==> src/rtl/store_wbuf.sv <==
module store_wbuf #(
  parameter int AW    = 32,
  parameter int DW    = 32,
  parameter int DEPTH = 4
) (
  input  logic            clk,
  input  logic            rst_n,
  input  logic            buf_en,
  input  logic            req_valid,
  input  logic            req_is_store,
  input  logic            req_bufferable,
  input  logic [AW-1:0]   req_addr,
  input  logic [DW-1:0]   req_data,
  input  logic [DW/8-1:0] req_be,
  output logic            stall,
  output logic            bus_valid,
  output logic [AW-1:0]   bus_addr,
  output logic [DW-1:0]   bus_data,
  output logic [DW/8-1:0] bus_be,
  input  logic            bus_ready,
  output logic            wb_full,
  output logic            wb_empty
);
  localparam int BW  = DW / 8;
  localparam int OFS = (BW > 1) ? $clog2(BW) : 0;
  localparam int PW  = (DEPTH > 1) ? $clog2(DEPTH) : 1;
  localparam int CW  = $clog2(DEPTH + 1);

  logic [AW-1:0]    q_addr [DEPTH];
  logic [DW-1:0]    q_data [DEPTH];
  logic [BW-1:0]    q_be   [DEPTH];
  logic [DEPTH-1:0] q_vld;
  logic [DEPTH-1:0] hit_vec;
  logic [PW-1:0]    wp, rp;
  logic [CW-1:0]    cnt, cnt_n;
  logic             full_q;

  logic             dir_v;
  logic [AW-1:0]    dir_addr;
  logic [DW-1:0]    dir_data;
  logic [BW-1:0]    dir_be;

  wire is_st  = req_valid & req_is_store;
  wire is_ld  = req_valid & ~req_is_store;
  wire direct = ~buf_en | ~req_bufferable;
  wire q_any  = (cnt != '0);

  for (genvar i = 0; i < DEPTH; i++) begin : g_match
    assign hit_vec[i] = q_vld[i] && (q_addr[i][AW-1:OFS] == req_addr[AW-1:OFS]);
  end

  assign stall = req_valid & (dir_v
                 | (is_st & (direct ? q_any : full_q))
                 | (is_ld & (|hit_vec)));

  wire accept   = req_valid & ~stall;
  wire push     = accept & is_st & ~direct;
  wire dpush    = accept & is_st & direct;
  assign bus_valid = dir_v | q_any;
  wire fire     = bus_valid & bus_ready;
  wire pop      = fire & ~dir_v;

  assign bus_addr = dir_v ? dir_addr : q_addr[rp];
  assign bus_data = dir_v ? dir_data : q_data[rp];
  assign bus_be   = dir_v ? dir_be   : q_be[rp];

  assign cnt_n    = cnt + CW'(push) - CW'(pop);
  assign wb_full  = full_q;
  assign wb_empty = ~q_any;

  function automatic logic [PW-1:0] nxt(input logic [PW-1:0] p);
    return (p == PW'(DEPTH - 1)) ? '0 : p + PW'(1);
  endfunction

  always_ff @(posedge clk) begin
    if (!rst_n) begin
      wp     <= '0;
      rp     <= '0;
      cnt    <= '0;
      full_q <= 1'b0;
      q_vld  <= '0;
    end else begin
      cnt    <= cnt_n;
      full_q <= (cnt_n == CW'(DEPTH));
      if (push) begin
        q_addr[wp] <= req_addr;
        q_data[wp] <= req_data;
        q_be[wp]   <= req_be;
        wp         <= nxt(wp);
      end
      if (pop) rp <= nxt(rp);
      for (int i = 0; i < DEPTH; i++) begin
        if (push && wp == PW'(i))     q_vld[i] <= 1'b1;
        else if (pop && rp == PW'(i)) q_vld[i] <= 1'b0;
      end
    end
  end

  always_ff @(posedge clk) begin
    if (!rst_n) begin
      dir_v <= 1'b0;
    end else if (dpush) begin
      dir_v    <= 1'b1;
      dir_addr <= req_addr;
      dir_data <= req_data;
      dir_be   <= req_be;
    end else if (fire && dir_v) begin
      dir_v <= 1'b0;
    end
  end
endmodule

==> config.mk <==
export PLATFORM = sky130hd
export DESIGN_NAME = store_wbuf
export DESIGN_NICKNAME = d
export VERILOG_FILES = /design/src/rtl/store_wbuf.sv
export SDC_FILE = /design/constraint.sdc
export NUM_CORES = 1
export LEC_CHECK = 0
export BUFFER_PORTS_ARGS = -buffer_cell sky130_fd_sc_hd__buf_2
export CAP_MARGIN = 25
export CORE_UTILIZATION = 30
export CTS_CLUSTER_DIAMETER = 50
export CTS_CLUSTER_SIZE = 25
export DETAILED_ROUTE_END_ITERATION = 10
export SLEW_MARGIN = 40
export SYNTH_ARGS = -nofsm -noshare
export SYNTH_HDL_FRONTEND = slang
export SYNTH_SLANG_ARGS = --single-unit
==> constraint.sdc <==
create_clock -name clk -period 5.5 [get_ports clk]
set_input_delay 1.1 -clock clk [delete_from_list [all_inputs] [get_ports clk]]
set_output_delay 1.1 -clock clk [all_outputs]
set_load 0.05 [all_outputs]
==> flow_metrics.py <==
metrics = {
    "yosys": {
        "syn_nets": 847,
        "synth.ff_latch_count": 355,
        "synth.cell_area_um2": 14800,
        "synth_cell_types": 33,
        "avgSynthCellArea_um2": 19.5,
        "synth.yosys.seq_area_share_pct": 70.9,
        "syn_inst": 761,
        "ys_warn_count": 0,
    },
    "place": {
        "gp_congestion": 0.806,
        "dp.cells": 1544,
        "io_buffers": 146,
        "hpwl_um": 22200,
    },
    "pwr": {
        "clock_power_share_pct": 34.3,
        "peakVddDrop_uv": 227,
        "power.internal_mw": 5.05,
        "seqPwrFrac_pct": 41.8,
        "cellLeakagePower_nw": 5.58,
        "finalPower_mw": 7.44,
        "swShare_pct": 32.2,
        "combinationalPowerShare_pct": 23.9,
        "power.switching_mw": 2.39,
        "power_density_nw_per_um2": 422,
    },
    "final_layout": {
        "final_cells": 1615,
        "multi_input_area_um2": 4070,
        "n_fill_cell": 4633,
        "syn_to_final_growth_pct": 19.1,
        "seq_area_um2": 10500,
        "utilization_pct": 36.1,
        "diodes": 0,
        "layout.nets": 1008,
        "drive_gt1_share_pct": 39.7,
    },
    "grt": {
        "grt_antenna_before_repair": 4,
        "grt_start_max_net_pins": 49,
        "grt_pass1_vias": 7771,
        "grt_overflow_total": 0,
        "grt_util_all_layers_pct": 13.9,
        "grt_pass1_wl_um": 51000,
    },
    "sta": {
        "slew_headroom_pct": 51.1,
        "hold_viol_final": 0,
        "period_minus_slack_ns": 4.19,
        "hold_ws_ns": 0.538,
        "tns_ns": 0,
        "finClkSkew_ns": 0.0190,
        "max_freq_mhz": 239,
        "setup_violations": 0,
        "min_period_over_period_pct": 76.1,
        "worst_pin_slew_ns": 0.734,
        "rsz0062_at_grt": "no",
        "drv_slew": 0,
    },
    "clocking": {
        "root_buffer": "clkbuf_16",
        "cts_setup_buffers": 0,
        "post_cts_resized": 0,
        "insertion_delay_ns": 0.56,
        "numCtsBuffers": 39,
        "cts.sinks": 355,
        "cts.hold.buffers_added": 0,
        "clkTransAtPathRegs_ns": 0.06,
        "cts_max_level": 2,
        "cts_buffer_depth": 3,
        "cts_tree": "built",
    },
    "floorplanning": {
        "ios": 147,
        "die_h_um": 224,
        "initial_core_util_pct": 30.3,
        "core_area_um2": 48800,
        "dieArea_um2": 50300,
        "placementRows": 81,
        "die_width_um": 224,
    },
    "routing": {
        "ant_nets": 0,
        "viasPerCell": 4.58,
        "wl_um": 34500,
        "wl_per_cell_um": 21.3,
        "vias": 7402,
        "drt_iter0_drc": 469,
        "drt-pass1-iter-count": 4,
        "remaining_drc_errors": 0,
    },
    "setup_path": {
        "critical_path_class": "primary input to primary output",
        "worstPathRequired_ns": 4.40,
        "cp.arrival_ns": 3.09,
        "endpoint_kind": "primary output",
        "path_max_fanout": 9,
        "start_kind": "primary input",
    },
    "hold_path": {
        "hold_path_class": "flip-flop to flip-flop",
    },
    "run_status": {
        "outcome": "completed",
    },
    "run": {
        "cap_violations": 0,
    },
}
## synthesized netlist by cell type
library cell,count,area share (%)
nand4_1,27,1.1
nor3_1,2,0.068
buf_6,1,0.076
a31o_2,4,0.24
a31oi_1,1,0.042
and2_1,8,0.34
nand2b_1,2,0.084
nand3b_1,1,0.051
dfxtp_1,15,2.0
mux2_2,68,5.2
xor2_1,11,0.65
mux4_2,68,10
ha_1,10,0.84
edfxtp_1,340,69
nor2b_1,4,0.17
xnor2_1,111,6.6
inv_1,8,0.20
a211oi_1,1,0.051
nand3_1,3,0.10
nor3b_2,1,0.084
buf_2,7,0.24
fa_1,1,0.14
and3b_1,1,0.059
mux2i_1,4,0.27
clkbuf_1,33,0.84
a22oi_1,1,0.051
nor3b_1,1,0.051
o21ai_0,2,0.068
nor4_1,10,0.42
buf_12,3,0.41
and4b_1,1,0.068
nor2_1,4,0.10
nand2_1,7,0.18
## cells in the final DEF, fill, tap and decap left out, drive strengths merged, types with 3 or more instances in the layout
cell | synthesis | final
mux2 | 68 | 68
edfxtp | 340 | 340
mux2i | 4 | 4
clkinvlp | 0 | 5
mux4 | 68 | 68
nor4 | 10 | 10
nand4 | 27 | 27
ha | 10 | 10
nor2b | 4 | 4
buf | 11 | 164
a31o | 4 | 4
nand2 | 7 | 7
xor2 | 11 | 11
clkbuf | 33 | 41
xnor2 | 111 | 111
nand3 | 3 | 3
and2 | 8 | 8
inv | 8 | 18
dfxtp | 15 | 15
clkinv | 0 | 14
nor2 | 4 | 4
## final timing paths
| path | startpoint | depth (start not counted) | slack (ns) | endpoint |
|---|---|---|---|---|
| setup / recovery | req_addr[16] | 7 | 1.31 | stall |
| hold / removal | q_vld[1]$_SDFFE_PN0P_ | 1 | 0.54 | q_vld[1]$_SDFFE_PN0P_ |
| setup reg to reg | dir_v$_SDFFE_PN0P_ | 5 | 2.60 | q_addr[0][9]$_DFFE_PP_ |
| hold reg to reg | q_vld[1]$_SDFFE_PN0P_ | 1 | 0.54 | q_vld[1]$_SDFFE_PN0P_ |
## critical path, cell delays in order
cell and delay, ns:
buf_2 0.17, xnor2_1 0.30, nand4_1 0.25, nor4_1 0.47
a211oi_1 0.14, a31oi_1 0.33, buf_2 0.33
## layer usage
metal	track usage (%)	vias to the layer above	share of wire [%]
li1	-	3335	-
met1	18.0	3817	44
met2	22.7	187	48
met3	3.89	59	6.2
met4	3.95	4	2.3
met5	0	-	0.067
## final cells by class
cell class | count | area share, %
flip-flops and latches | 355 | 59.6
clock buffers | 41 | 5.69
repair buffers | 164 | 5.28
inverters | 8 | 0.170
well taps | 664 | 4.71
multi-input cells | 354 | 23.0
clock inverters | 29 | 1.48
## cell families (layout without fill, tap and decap cells)
logic type | count (synthesis) | after routing | synth area share, %
buffers and inverters | 52 | 242 | 1.76
xor gates and xnor gates | 122 | 122 | 7.21
AOI/OAI and AO/OA | 9 | 9 | 0.448
and+or+nand+nor | 72 | 72 | 2.91
DFF | 355 | 355 | 70.9
muxes | 140 | 140 | 15.8
adders and majority gates | 11 | 11 | 0.979
## flip-flops by register name (all words and copies together), names as in the netlist, named ones only
| name | flops |
|---|---|
| dir_addr | 32 |
| cnt | 3 |
| q_data | 128 |
| wp | 2 |
| dir_data | 32 |
| dir_v | 1 |
| wb_full | 1 |
| dir_be | 4 |
| q_be | 16 |
| q_addr | 128 |
| rp | 2 |
| q_vld | 4 |
## stage by stage
stage	instance area, um^2	setup slack (ns)
after detailed placement	16400	1.39
after global routing	17600	1.26
after CTS	17600	1.28
after floorplan	14800	0.305
after global placement	16300	1.41
final	17600	1.31
## power groups by stage
| stage | sequential, mW | combinational, mW | clock [mW] |
|---|---|---|---|
| after global placement | 3.23 | 1.73 | 0 |
| after floorplan | 3.11 | 1.43 | 0 |
| after detailed placement | 3.21 | 1.77 | 0 |
| final | 3.11 | 1.78 | 2.55 |
| after CTS | 3.15 | 1.77 | 2.64 |
| after global routing | 3.12 | 1.88 | 2.74 |
(Power assumes the default switching activity.)
